`src/rtl/seg_pkg.sv`:
```
package seg_pkg;

    localparam int ADDR_W  = 32;
    localparam int VL_W    = 8;
    localparam int REG_W   = 5;
    localparam int ESZ_W   = 4;
    localparam int IMM_W   = 12;
    localparam int SEG_LSB = 9;
    localparam int SEG_W   = 3;

    typedef enum logic [1:0] {
        ST_IDLE   = 2'd0,
        ST_ISSUE  = 2'd1,
        ST_FINISH = 2'd2,
        ST_FAULT  = 2'd3
    } seq_state_e;

    typedef enum logic [1:0] {
        CAUSE_NONE    = 2'd0,
        CAUSE_PRIV    = 2'd1,
        CAUSE_BAD_REG = 2'd2
    } xcpt_cause_e;

    // Field count from the raw immediate field: stored value plus one.
    function automatic logic [SEG_W:0] seg_count(input logic [SEG_W-1:0] fld);
        return {1'b0, fld} + 1'b1;
    endfunction

endpackage

```
`src/rtl/seg_check.sv`:
```
module seg_check
    import seg_pkg::*;
#(
    parameter int RW = REG_W,
    parameter int SW = SEG_W
) (
    input  logic          supervisor_i,
    input  logic          is_fp_i,
    input  logic [RW-1:0] reg_base_i,
    input  logic [SW:0]   seg_cnt_i,
    input  logic [RW:0]   num_int_i,
    input  logic [RW:0]   num_fp_i,
    output logic          fault_o,
    output xcpt_cause_e   cause_o
);
    localparam int TW = (RW > SW ? RW : SW) + 2;

    logic [TW-1:0] top_reg;
    logic [TW-1:0] limit;
    logic          bad_reg;

    always_comb begin
        top_reg = TW'(reg_base_i) + TW'(seg_cnt_i) - TW'(1);
        limit   = is_fp_i ? TW'(num_fp_i) : TW'(num_int_i);
        bad_reg = (top_reg >= limit);
        if (!supervisor_i) begin
            fault_o = 1'b1;
            cause_o = CAUSE_PRIV;
        end else if (bad_reg) begin
            fault_o = 1'b1;
            cause_o = CAUSE_BAD_REG;
        end else begin
            fault_o = 1'b0;
            cause_o = CAUSE_NONE;
        end
    end

endmodule

```
`src/rtl/seg_addr_gen.sv`:
```
module seg_addr_gen
    import seg_pkg::*;
#(
    parameter int AW = ADDR_W,
    parameter int VW = VL_W,
    parameter int RW = REG_W,
    parameter int SW = SEG_W,
    parameter int EW = ESZ_W
) (
    input  logic          clk,
    input  logic          rst,
    input  logic          load_i,
    input  logic          adv_i,
    input  logic [AW-1:0] base_i,
    input  logic [AW-1:0] stride_i,
    input  logic [EW-1:0] esz_i,
    input  logic [SW:0]   seg_cnt_i,
    input  logic [VW-1:0] vlen_i,
    input  logic [RW-1:0] reg_base_i,
    output logic [AW-1:0] addr_o,
    output logic [VW-1:0] elem_o,
    output logic [RW-1:0] reg_o,
    output logic          last_o
);
    logic [AW-1:0] elem_start_q;
    logic [AW-1:0] field_addr_q;
    logic [AW-1:0] stride_q;
    logic [EW-1:0] esz_q;
    logic [SW:0]   seg_q;
    logic [SW:0]   fidx_q;
    logic [VW-1:0] eidx_q;
    logic [VW-1:0] vlen_q;
    logic [RW-1:0] reg_base_q;
    logic          field_wrap;

    assign field_wrap = (fidx_q == seg_q - 1'b1);

    always_ff @(posedge clk) begin
        if (rst) begin
            elem_start_q <= '0;
            field_addr_q <= '0;
            stride_q     <= '0;
            esz_q        <= '0;
            seg_q        <= '0;
            fidx_q       <= '0;
            eidx_q       <= '0;
            vlen_q       <= '0;
            reg_base_q   <= '0;
        end else if (load_i) begin
            elem_start_q <= base_i;
            field_addr_q <= base_i;
            stride_q     <= stride_i;
            esz_q        <= esz_i;
            seg_q        <= seg_cnt_i;
            fidx_q       <= '0;
            eidx_q       <= '0;
            vlen_q       <= vlen_i;
            reg_base_q   <= reg_base_i;
        end else if (adv_i) begin
            if (field_wrap) begin
                fidx_q       <= '0;
                eidx_q       <= eidx_q + 1'b1;
                elem_start_q <= elem_start_q + stride_q;
                field_addr_q <= elem_start_q + stride_q;
            end else begin
                fidx_q       <= fidx_q + 1'b1;
                field_addr_q <= field_addr_q + AW'(esz_q);
            end
        end
    end

    assign addr_o = field_addr_q;
    assign elem_o = eidx_q;
    assign reg_o  = reg_base_q + RW'(fidx_q);
    assign last_o = field_wrap && (eidx_q == vlen_q - 1'b1);

    // inside an element the address advances by one field size
    p_field_step_r3: assert property (@(posedge clk) disable iff (rst)
        (adv_i && !load_i && !field_wrap) |=> (addr_o == $past(addr_o) + AW'(esz_q)));

    // the register number advances by one per field inside an element
    p_reg_step_r2: assert property (@(posedge clk) disable iff (rst)
        (adv_i && !load_i && !field_wrap) |=> (reg_o == $past(reg_o) + 1'b1));

endmodule

```
`src/rtl/seg_vmem_seq.sv`:
```
module seg_vmem_seq
    import seg_pkg::*;
#(
    parameter int AW  = ADDR_W,
    parameter int VW  = VL_W,
    parameter int RW  = REG_W,
    parameter int EW  = ESZ_W,
    parameter int IW  = IMM_W,
    parameter int SL  = SEG_LSB,
    parameter int SW  = SEG_W
) (
    input  logic          clk,
    input  logic          rst,
    input  logic          start_i,
    input  logic [AW-1:0] base_addr_i,
    input  logic [AW-1:0] stride_i,
    input  logic          strided_i,
    input  logic [EW-1:0] elem_bytes_i,
    input  logic [IW-1:0] imm_i,
    input  logic [VW-1:0] vlen_i,
    input  logic [RW-1:0] reg_base_i,
    input  logic          is_fp_i,
    input  logic          is_store_i,
    input  logic          supervisor_i,
    input  logic [RW:0]   num_int_regs_i,
    input  logic [RW:0]   num_fp_regs_i,
    output logic          req_valid_o,
    input  logic          req_ready_i,
    output logic [AW-1:0] req_addr_o,
    output logic [VW-1:0] req_elem_o,
    output logic [RW-1:0] req_reg_o,
    output logic          req_store_o,
    output logic          done_o,
    output logic          xcpt_valid_o,
    output logic [1:0]    xcpt_cause_o
);
    seq_state_e    state_q;
    xcpt_cause_e   cause_q;
    xcpt_cause_e   chk_cause;
    logic          chk_fault;
    logic [SW:0]   seg_cnt;
    logic [AW-1:0] unit_stride;
    logic [AW-1:0] stride_eff;
    logic          load;
    logic          adv;
    logic          last;
    logic          store_q;
    logic [RW:0]   limit_q;

    assign seg_cnt     = seg_count(imm_i[SL +: SW]);
    assign unit_stride = AW'(seg_cnt) * AW'(elem_bytes_i);
    assign stride_eff  = strided_i ? stride_i : unit_stride;
    assign load        = (state_q == ST_IDLE) && start_i;
    assign adv         = (state_q == ST_ISSUE) && req_ready_i;

    seg_check #(.RW(RW), .SW(SW)) u_check (
        .supervisor_i (supervisor_i),
        .is_fp_i      (is_fp_i),
        .reg_base_i   (reg_base_i),
        .seg_cnt_i    (seg_cnt),
        .num_int_i    (num_int_regs_i),
        .num_fp_i     (num_fp_regs_i),
        .fault_o      (chk_fault),
        .cause_o      (chk_cause)
    );

    seg_addr_gen #(.AW(AW), .VW(VW), .RW(RW), .SW(SW), .EW(EW)) u_agen (
        .clk        (clk),
        .rst        (rst),
        .load_i     (load),
        .adv_i      (adv),
        .base_i     (base_addr_i),
        .stride_i   (stride_eff),
        .esz_i      (elem_bytes_i),
        .seg_cnt_i  (seg_cnt),
        .vlen_i     (vlen_i),
        .reg_base_i (reg_base_i),
        .addr_o     (req_addr_o),
        .elem_o     (req_elem_o),
        .reg_o      (req_reg_o),
        .last_o     (last)
    );

    always_ff @(posedge clk) begin
        if (rst) begin
            state_q <= ST_IDLE;
            cause_q <= CAUSE_NONE;
            store_q <= 1'b0;
            limit_q <= '0;
        end else begin
            case (state_q)
                ST_IDLE: begin
                    if (start_i) begin
                        store_q <= is_store_i;
                        limit_q <= is_fp_i ? num_fp_regs_i : num_int_regs_i;
                        if (chk_fault) begin
                            state_q <= ST_FAULT;
                            cause_q <= chk_cause;
                        end else if (vlen_i == '0) begin
                            state_q <= ST_FINISH;
                        end else begin
                            state_q <= ST_ISSUE;
                        end
                    end
                end
                ST_ISSUE: begin
                    if (req_ready_i && last) state_q <= ST_FINISH;
                end
                ST_FINISH: state_q <= ST_IDLE;
                ST_FAULT: begin
                    state_q <= ST_IDLE;
                    cause_q <= CAUSE_NONE;
                end
                default: state_q <= ST_IDLE;
            endcase
        end
    end

    assign req_valid_o  = (state_q == ST_ISSUE);
    assign req_store_o  = store_q;
    assign done_o       = (state_q == ST_FINISH);
    assign xcpt_valid_o = (state_q == ST_FAULT);
    assign xcpt_cause_o = (state_q == ST_FAULT) ? cause_q : CAUSE_NONE;

    // a stalled request keeps every field
    p_hold_stable_r10: assert property (@(posedge clk) disable iff (rst)
        (req_valid_o && !req_ready_i) |=>
            (req_valid_o && $stable(req_addr_o) && $stable(req_reg_o) && $stable(req_elem_o)));

    // no issued register lies outside the configured count
    p_reg_legal_r7: assert property (@(posedge clk) disable iff (rst)
        req_valid_o |-> ({1'b0, req_reg_o} < limit_q));

    // a fault pulse carries a cause and never overlaps a request
    p_fault_silent_r6: assert property (@(posedge clk) disable iff (rst)
        xcpt_valid_o |-> (!req_valid_o && xcpt_cause_o != 2'd0));

    // done and fault are single-cycle pulses
    p_done_pulse_r11: assert property (@(posedge clk) disable iff (rst)
        done_o |=> !done_o);
    p_xcpt_pulse_r11: assert property (@(posedge clk) disable iff (rst)
        xcpt_valid_o |=> !xcpt_valid_o);

endmodule

```
`config.mk`:
```
export PLATFORM = sky130hd
export DESIGN_NAME = seg_vmem_seq
export DESIGN_NICKNAME = d
export VERILOG_FILES = /design/src/rtl/seg_pkg.sv /design/src/rtl/seg_check.sv /design/src/rtl/seg_addr_gen.sv /design/src/rtl/seg_vmem_seq.sv
export SDC_FILE = /design/constraint.sdc
export NUM_CORES = 1
export LEC_CHECK = 0
export CORE_MARGIN = 2
export CORE_UTILIZATION = 35
export CTS_BUF_LIST = sky130_fd_sc_hd__clkbuf_8
export CTS_CLUSTER_SIZE = 16
export DETAILED_ROUTE_END_ITERATION = 6
export DONT_BUFFER_PORTS = 1
export PLACE_DENSITY = 0.61
export RECOVER_POWER = 100
export SLEW_MARGIN = 15
export SYNTH_ARGS = -nofsm -noshare
export SYNTH_HDL_FRONTEND = slang
export SYNTH_HIERARCHICAL = 1
export SYNTH_SLANG_ARGS = --single-unit
```
`constraint.sdc`:
```
create_clock -name clk -period 3.4 [get_ports clk]
set_clock_uncertainty 0.2 [all_clocks]
set_input_delay 0.51 -clock clk [delete_from_list [all_inputs] [get_ports clk]]
set_output_delay 0.51 -clock clk [all_outputs]
set_load 0.01 [all_outputs]
```
==> results of run 1 <==
synthesized netlist by cell type, drive strengths merged, types with 18 or more instances:
cell type	count
nor2	145
dfxtp	134
a21oi	113
nand2	84
ha	67
mux2i	62
o21ai	52
clkbuf	48
inv	45
xnor2	43
and2	41
nand3	33
nor3	30
xor2	25
and3	18
flip-flops by register name (all words and copies together) (netlist names):
name                 count
u_agen/reg_base_q        5
u_agen/elem_o            8
req_store_o              1
u_agen/vlen_q            8
u_agen/addr_o           32
state_q                  2
u_agen/elem_start_q     32
u_agen/seg_q             4
u_agen/fidx_q            4
cause_q                  2
u_agen/stride_q         32
u_agen/esz_q             4
timing repair:
item	CTS	global route
endpoints found under the hold margin	102	0
gates resized for setup	0	5
buffers inserted	0	0
setup endpoints to repair	0	2
hold buffers	23	0
kinds of logic (layout without fill, tap and decap cells):
family                     count (synthesis)  after routing  synth area share
and+or+nand+nor                          412            412             0.217
AOI/OAI and AO/OA                        297            297             0.201
DFF                                      134            134             0.290
buffers and inverters                     99            131            0.0435
adders and majority gates                 75             75             0.108
xor gates and xnor gates                  69             69            0.0677
muxes                                     66             66            0.0721
per-layer routing:
metal / vias up / part of all wire / track usage
li1: 4153 / - / -
met4: 0 / 0.014 / 0.0558
met2: 243 / 0.46 / 0.322
met5: - / 0 / 0
met1: 3947 / 0.45 / 0.256
met3: 25 / 0.079 / 0.0613
worst paths after layout:
| kind | end |
|---|---|
| worst max-delay path | u_agen/elem_start_q[9]$_SDFFE_PP0P_ |
| worst min-delay path | u_agen/reg_base_q[0]$_SDFFE_PP0P_ |
| worst max register to register | u_agen/elem_start_q[9]$_SDFFE_PP0P_ |
| worst min register to register | u_agen/elem_start_q[8]$_SDFFE_PP0P_ |
per-stage QoR:
stage / instance area (um2) / setup slack, ns / hold slack, ns / utilization
final: 10400 / 0.161 / 0.0290 / 0.402
after global routing: 10400 / 0.0000273 / 0.0122 / 0.402
after CTS: 10500 / 0.116 / 0.000855 / 0.403
after detailed placement: 9730 / -0.184 / 0.249 / 0.375
after global placement: 9730 / -0.136 / 0.243 / 0.375
after floorplan: 9280 / 0.0328 / 0.236 / -
area by class of cell:
class | instances | area [um2] | share of cell area
Clock buffer | 21 | 289 | 0.0277
Clock inverter | 10 | 199 | 0.0191
Inverter | 45 | 169 | 0.0162
Multi-Input combinational cell | 919 | 6210 | 0.595
Sequential cell | 134 | 2680 | 0.257
Tap cell | 335 | 419 | 0.0402
Timing Repair Buffer | 55 | 469 | 0.0450
worst register-to-register path, stage by stage (launching register included):
cell and delay [ns]:
dfxtp_1 0.51, nor2b_1 0.32, and2_0 0.27, buf_4 0.38, nand3_1 0.17, clkbuf_2 0.33
nor2_1 0.16, clkbuf_2 0.44, a32oi_1 0.25, a21oi_1 0.16
power by group through the flow:
stage | sequential [mW] | combinational, mW | clock, mW
2_1_floorplan | 1.85 | 0.889 | 0
3_3_place_gp | 1.91 | 1.08 | 0
3_5_place_dp | 1.91 | 1.10 | 0
4_1_cts | 1.87 | 1.15 | 1.71
5_1_grt | 1.89 | 1.28 | 1.77
6_report | 1.87 | 1.15 | 1.67
==> flow_summary.json, run 1 <==
{
  "critPathKind": "flip-flop to flip-flop",
  "hold_path_startpoint": "reg_base_i[0]",
  "tns_ns": 0,
  "fin_crit_ns": 3.24,
  "grt_usage": 0.199,
  "first_global_vias": 7949,
  "rr_worst_depth": 9,
  "hpwl_um": 20100,
  "cap_violations": 0,
  "p_int_mw": 3.22,
  "drt_iter0_drc": 543,
  "rr_startpoint": "state_q[0]$_SDFFE_PP0P_",
  "yosysSeqAreaShare": 0.290,
  "drc": 0,
  "n_antenna_cell": 0,
  "cpPeakStageDelay_ns": 0.51,
  "via_count": 8368,
  "startpoint_type": "flip-flop",
  "dp.cells": 1465,
  "die_y_um": 166,
  "layout_commonest_cell": "nor2_1",
  "reg2reg_slack_ns": 0.16,
  "min_path_type": "input port to flip-flop",
  "fillCellCount": 2628,
  "cts_tree": "yes",
  "final_layout_size_suffix_gt1_frac": 0.0718,
  "fin_total_pwr_mw": 4.69,
  "p_per_area_nw_per_um2": 450,
  "required_ns": 3.59,
  "critPathTopFamily": "buffers and inverters",
  "yosysTopAreaCell": "dfxtp_1",
  "rsz0062_at_grt": "no",
  "vias_per_cell": 5.51,
  "seqPwrFrac": 0.399,
  "clockBufferDepth": 2,
  "area_growth_pct": 13.0,
  "dieArea_um2": 27700,
  "ant_nets": 0,
  "clock.fmax_mhz": 309,
  "cp_max_fo": 32,
  "leakagePower_nw": 4.31,
  "cp_num_cells": 9,
  "wire_per_inst_um": 18.5,
  "crit_chain": "nor2b_1, and2_0, buf_4, nand3_1, clkbuf_2, nor2_1, clkbuf_2, a32oi_1, a21oi_1",
  "ios": 164,
  "maxSlewViolCount": 0,
  "arrival_ns": 3.43,
  "period_share": 0.953,
  "grt_max_degree": 125,
  "clock_latency_ns": 0.46,
  "overflow": 0,
  "initial_core_util": 0.355,
  "worst_slew_pin_slew_ns": 0.736,
  "yosysWarnings": 6,
  "finalSetupViolCount": 0,
  "pwr-share-clk": 0.356,
  "clock-root-buffer": "clkbuf_8",
  "cts.sinks": 134,
  "std_cell_rows": 59,
  "crit_path_start": "state_q[0]$_SDFFE_PP0P_",
  "drt-pass1-iter-count": 5,
  "status": "finished, final reports clean",
  "crit_slowest_cell": "dfxtp_1",
  "synthTopCellsByArea": "dfxtp_1 (29%), ha_1 (9.1%), mux2i_1 (6.7%), a21oi_1 (6.1%), nor2_1 (5.9%)",
  "antenna_found_initial": 1,
  "final_cells": 1519,
  "ys_types": 80,
  "critPathCaptureType": "flip-flop",
  "cts.clk_slew.worst_paths_ns": 0.08,
  "die_width_um": 166,
  "synth_ff_type": "dfxtp_1",
  "synth_seq_cells": 134,
  "peakVddDrop_v": 0.000310,
  "h-tree-depth": 4,
  "crit_top_cell": "clkbuf_2",
  "syn_area_per_cell_um2": 8.02,
  "nNetsFinal": 1360,
  "io_buffers": 0,
  "sw_frac_of_total": 0.313,
  "drt_wl_total_um": 28100,
  "ys_async_sr_fraction": 0,
  "synth.top_cell.area_share": 0.290,
  "whs_path_depth": 2,
  "finalHoldViolCount": 0,
  "syn_area_um2": 9240,
  "gp_congestion": 0.919,
  "grt_pass1_wl_um": 43700,
  "maxSlewHeadroom": 0.507,
  "coreArea_um2": 26000,
  "cts_buffers": 17,
  "synth.net_count": 1340,
  "synth_edf_count": 0,
  "netlist_instances": 1152,
  "final_cell_mix": "nor2_1 (144), dfxtp_1 (134), a21oi_1 (111), nand2_1 (84), ha_1 (65)",
  "combPwrFrac": 0.245,
  "switchingPower_mw": 1.47,
  "crit_buf_inv": 3
}
(Power assumes the default switching activity.)
==> run 2: changes to the inputs <==
RECOVER_POWER = 25   (was 100)
SYNTH_HIERARCHICAL = unset   (was 1)
==> run 2 against run 1 <==
Against the previous run: the flow now finishes with violations (design-rule violations); register-to-register slack gained 0.05 ns; area after synthesis grew 1.1%; synthesized cell count grew 3.0%; count of clock-buffer cells in the layout shrank 3; worst setup slack gained 0.051 ns; final area grew 3.2%; non-clock buffer count grew 40; routed wire length grew 9.0%; die area grew 1.1%; first-iteration DRC count grew 23%.
==> flow_summary.json, run 2 <==
{
  "fin_crit_ns": 3.19,
  "ant_nets": 0,
  "area_growth_pct": 15.3,
  "yosysSeqAreaShare": 0.287,
  "clock_latency_ns": 0.46,
  "worst_slew_pin_slew_ns": 1.23,
  "hpwl_um": 22000,
  "n_antenna_cell": 0,
  "synth.net_count": 1377,
  "via_count": 8995,
  "synthTopCellsByArea": "dfxtp_1 (29%), ha_1 (9.2%), nand2_1 (6.1%), a21oi_1 (5.3%), nor2_1 (4.5%)",
  "gp_congestion": 0.926,
  "post_cts.repair.setup_buffers": 0,
  "final_cells": 1578,
  "met3_usage": 0.0598,
  "ios": 164,
  "initial_core_util": 0.357,
  "synth_seq_cells": 134,
  "dpl_worst_slack_ns": -0.135,
  "grt_max_degree": 63,
  "grt_pass1_wl_um": 48500,
  "setup_ws_ns": 0.212,
  "syn_area_um2": 9340,
  "final_layout_size_suffix_gt1_frac": 0.0788,
  "period_share": 0.938,
  "critPathCaptureType": "flip-flop",
  "clockBufferDepth": 2,
  "maxSlewHeadroom": 0.181,
  "fillCellCount": 2658,
  "synth_edf_count": 0,
  "std_cell_rows": 59,
  "top_usage_layer": "met2",
  "yosysWarnings": 0,
  "drt-pass1-iter-count": 7,
  "critPathKind": "flip-flop to flip-flop",
  "h-tree-depth": 4,
  "synth.top_cell.area_share": 0.287,
  "clock-root-buffer": "clkbuf_8",
  "cp_max_fo": 5,
  "status": "finished, violations left",
  "yosysTopAreaCell": "dfxtp_1",
  "vias_per_cell": 5.70,
  "startpoint_type": "flip-flop",
  "wire_per_inst_um": 19.4,
  "met1_usage": 0.282,
  "use_met2": 0.342,
  "first_global_vias": 8794,
  "clock.fmax_mhz": 314,
  "violations": "design-rule violations",
  "ys_async_sr_fraction": 0,
  "final_cell_mix": "nand2_1 (151), dfxtp_1 (134), nor2_1 (111), a21oi_1 (98), ha_1 (67)",
  "leakagePower_nw": 4.42,
  "p_per_area_nw_per_um2": 434,
  "coreArea_um2": 26100,
  "netlist_instances": 1187,
  "io_buffers": 0,
  "antenna_found_initial": 1,
  "syn_area_per_cell_um2": 7.87,
  "arrival_ns": 3.33,
  "nNetsFinal": 1422,
  "min_path_type": "input port to flip-flop",
  "peakVddDrop_v": 0.000249,
  "tns_ns": 0,
  "yosysMostFrequentCell": "nand2_1",
  "cts.sinks": 134,
  "ys_types": 76,
  "layout_commonest_cell": "nand2_1",
  "die_y_um": 167,
  "cts_tree": "yes",
  "drt_wl_total_um": 30700,
  "cts.clk_slew.worst_paths_ns": 0.08,
  "drc": 10,
  "cap_violations": 0,
  "dp.cells": 1495,
  "rsz0062_at_grt": "no",
  "yosys-top-cells-count": "nand2_1 (151), dfxtp_1 (134), nor2_1 (113)",
  "maxSlewViolCount": 0,
  "dieArea_um2": 28000,
  "synth_ff_type": "dfxtp_1",
  "grt_usage": 0.218,
  "finalHoldViolCount": 0,
  "die_width_um": 167,
  "required_ns": 3.55,
  "cts_buffers": 17,
  "finalSetupViolCount": 0,
  "overflow": 0,
  "drt_iter0_drc": 668
}
==> run 2: area by class of cell <==
class	instances	area, um2	area share
multi-input cells	946	6270	0.582
flip-flops and latches	134	2680	0.249
repair buffers	95	850	0.0789
well taps	335	419	0.0389
clock buffers	18	248	0.0230
clock inverters	12	156	0.0145
inverters	38	143	0.0132
==> run 2: critical path, cell delays in order (launching register included) <==
cell and delay [ns]:
dfxtp_1 0.35, ha_1 0.37, a211oi_1 0.35, nor2_1 0.15, or3_1 0.42, o211ai_1 0.20, o211ai_1 0.32, a311o_1 0.49
a21oi_1 0.15, o21ai_0 0.08
==> run 2: kinds of logic (layout without fill, tap and decap cells) <==
kind of cell             count (synthesis)  in the layout  share of synthesized area
AND/OR/NAND/NOR                        422            422                      0.211
AO/OA/AOI/OAI                          356            356                      0.255
flip-flops                             134            134                      0.287
buffers and inverters                  107            163                     0.0492
adder cells (fa/ha/maj)                 77             77                      0.110
XOR/XNOR                                76             76                     0.0713
multiplexers                            15             15                     0.0165
==> run 2: final timing paths <==
| path | startpoint | endpoint | slack, ns | cells past startpoint |
|---|---|---|---|---|
| hold / removal | base_addr_i[1] | u_agen.addr_o[1]$_SDFFE_PP0P_ | 0.02 | 2 |
| setup / recovery | u_agen.stride_q[6]$_SDFFE_PP0P_ | u_agen.addr_o[29]$_SDFFE_PP0P_ | 0.21 | 9 |
| hold reg to reg | u_agen.reg_base_q[2]$_SDFFE_PP0P_ | u_agen.reg_base_q[2]$_SDFFE_PP0P_ | 0.26 | 2 |
| setup reg to reg | u_agen.stride_q[6]$_SDFFE_PP0P_ | u_agen.addr_o[29]$_SDFFE_PP0P_ | 0.21 | 9 |
==> run 2: routing by layer <==
metal | share of wire | up-vias | wire length (um)
li1 | - | 4389 | -
met1 | 0.44 | 4189 | 13500
met2 | 0.43 | 346 | 13300
met3 | 0.088 | 69 | 2690
met4 | 0.035 | 2 | 1090
met5 | 0.00042 | - | 13
==> run 2: stage by stage <==
| step | hold slack [ns] | util | total power, mW | instance area (um2) |
|---|---|---|---|---|
| 2_1_floorplan | 0.236 | - | 2.85 | 9400 |
| 3_3_place_gp | 0.244 | 0.377 | 3.19 | 9850 |
| 3_5_place_dp | 0.246 | 0.377 | 3.21 | 9850 |
| 4_1_cts | 0.000930 | 0.413 | 4.71 | 10800 |
| 5_1_grt | 0.0113 | 0.412 | 4.95 | 10800 |
| 6_report | 0.0197 | 0.412 | 4.67 | 10800 |
==> run 2: where the power goes <==
part	switching, mW	total [mW]	internal, mW
combinational	0.771	1.34	0.566
clock	0.696	1.43	0.736
sequential	0.182	1.91	1.72
==> run 2: what timing repair did <==
item                      in CTS  in global routing
hold endpoints to repair      90                  0
hold buffers                  53                  0
gates resized for setup        0                  0
==> run 3: changes to the inputs <==
clock period = 2.65 ns   (was 3.4 ns; I/O delays follow)
==> run 3 against run 2 <==
Against the previous run: the run ends with design-rule violations, negative hold slack, negative setup slack left; combinational power up 74%; clock power up 48%; worst setup slack worse by 0.45 ns; global-route usage up 0.97 points; power up 47%; first-iteration DRC count up 22%; sequential share of layout area down 4.2 points; die area unchanged; flip-flop and latch count unchanged; count of clock-buffer cells in the layout unchanged; final area up 21%; final cell count up 11%.
==> flow_summary.json, run 3 (synthesized netlist as in run 2, its figures left out) <==
{
  "finalSetupViolCount": 24,
  "grt_pass1_wl_um": 51000,
  "maxSlewHeadroom": 0.661,
  "postPlaceCellArea_um2": 10900,
  "p_per_area_nw_per_um2": 525,
  "violations": "design-rule violations, negative hold slack, negative setup slack",
  "fin_total_pwr_mw": 6.86,
  "die_y_um": 167,
  "peakVddDrop_v": 0.000307,
  "final_layout_size_suffix_gt1_frac": 0.254,
  "crit_path_start": "imm_i[9]",
  "maxSlewViolCount": 0,
  "required_ns": 2.80,
  "min_path_type": "input port to flip-flop",
  "ctsHoldBuffers": 73,
  "initial_core_util": 0.357,
  "critPathCaptureType": "flip-flop",
  "drt-pass1-iter-count": 7,
  "drt_wl_total_um": 33000,
  "first_global_vias": 9505,
  "ant_nets": 0,
  "overflow": 0,
  "area_growth_pct": 39.7,
  "final_cell_mix": "buf_4 (153), nand2_1 (147), dfxtp_1 (125), nor2_1 (108), a21oi_1 (85)",
  "grt_max_degree": 88,
  "cap_violations": 0,
  "layout_commonest_cell": "buf_4",
  "switchingPower_mw": 2.30,
  "combPwrFrac": 0.340,
  "cts_tree": "yes",
  "ios": 164,
  "critPathKind": "input port to flip-flop",
  "clock.fmax_mhz": 346,
  "wire_per_inst_um": 18.9,
  "cpPeakStageDelay_ns": 0.51,
  "period_share": 1.09,
  "final_area_um2": 13100,
  "io_buffers": 0,
  "seqPwrFrac": 0.350,
  "leakagePower_nw": 5.44,
  "utilization": 0.499,
  "grt_usage": 0.228,
  "p_int_mw": 4.56,
  "die_width_um": 167,
  "crit_top_cell": "a21o_1",
  "fin_crit_ns": 2.89,
  "status": "finished, violations left",
  "crit_chain": "ha_4, xor2_4, nand2_1, fa_1, fa_1, inv_2, ha_4, a21o_1, a21o_1, a21o_1, a21oi_2, xor2_1, o211ai_1, o21ai_1, nor2_1",
  "hold_path_startpoint": "rst",
  "hpwl_um": 23600,
  "clock-root-buffer": "clkbuf_8",
  "std_cell_rows": 59,
  "gp_congestion": 0.953,
  "arrival_ns": 3.04,
  "cts.clk_slew.worst_paths_ns": 0.08,
  "coreArea_um2": 26100,
  "hold_slack_ns": -0.160,
  "finalHoldViolCount": 39,
  "cts_buffers": 17,
  "clockBufferDepth": 2,
  "crit_slowest_cell": "fa_1",
  "drc": 9,
  "cts.sinks": 134,
  "rr_startpoint": "u_agen.elem_start_q[0]$_SDFFE_PP0P_",
  "clock_latency_ns": 0.46,
  "pwr-share-clk": 0.310,
  "worst_slew_pin_slew_ns": 0.504,
  "antenna_found_initial": 3,
  "via_count": 9805,
  "dieArea_um2": 28000,
  "cp_max_fo": 7,
  "rsz0062_at_grt": "yes",
  "drt_iter0_drc": 818,
  "vias_per_cell": 5.61,
  "startpoint_type": "input port",
  "sw_frac_of_total": 0.335,
  "nNetsFinal": 1591,
  "h-tree-depth": 4,
  "tns_ns": -2.54,
  "setup_ws_ns": -0.237
}
-- run 3: cell types whose count changed in the layout (fill, tap and decap cells not counted), sizes merged --
cell,previous run,this run
buf,39,172
dlygate4sd3,52,73
clkbuf,22,37
bufinv,3,6
clkinvlp,4,2
clkinv,5,4
diode,0,1
inv,38,39
-- run 3: power by group through the flow --
stage	sequential, mW	combinational, mW	clock, mW
floorplan	2.42	1.25	0
global placement	2.42	1.92	0
detailed placement	2.43	1.95	0
CTS	2.39	2.20	2.16
global route	2.42	2.56	2.26
finish	2.40	2.33	2.12
-- run 3: cell type report --
class,count,area [um2]
inverters,38,143
clock inverters,13,230
multi-input cells,946,7100
flip-flops and latches,134,2700
repair buffers,264,2210
fillers,2496,13100
clock buffers,18,248
diodes,1,2.50
well taps,335,419
-- run 3: final timing paths --
check | slack, ns | cells past startpoint | end
setup / recovery | -0.24 | 15 | u_agen.stride_q[7]$_SDFFE_PP0P_
hold / removal | -0.16 | 1 | u_agen.elem_start_q[28]$_SDFFE_PP0P_
setup reg to reg | -0.19 | 12 | u_agen.elem_start_q[26]$_SDFFE_PP0P_
hold reg to reg | 0.29 | 2 | u_agen.stride_q[4]$_SDFFE_PP0P_
-- run 3: per-layer routing --
| layer | vias to the layer above | global-route usage | wire [um] |
|---|---|---|---|
| met5 | - | 0 | 13 |
| met4 | 2 | 0.0722 | 843 |
| met3 | 62 | 0.0626 | 2730 |
| met2 | 363 | 0.380 | 15400 |
| met1 | 4656 | 0.286 | 14100 |
| li1 | 4722 | - | - |
-- run 3: repair_timing --
action	in CTS	in global routing
pin swaps	53	62
endpoints found under the setup margin	50	58
resized for setup	95	92
buffers inserted	10	12
endpoints found under the hold margin	116	39
-- run 3: worst max-delay path: cells and delay by family --
kind | cells | cell delay (ns)
buffers and inverters | 1 | 0.05
AND/OR/NAND/NOR | 2 | 0.14
XOR/XNOR | 2 | 0.31
adder cells (fa/ha/maj) | 4 | 1.31
AO/OA/AOI/OAI | 6 | 0.83
-- run 3: per-stage QoR --
step	setup slack, ns	std cells
2_1_floorplan	-0.683	1187
3_3_place_gp	-0.710	1626
6_report	-0.237	1749
3_5_place_dp	-0.806	1626
5_1_grt	-0.332	1749
4_1_cts	-0.205	1738
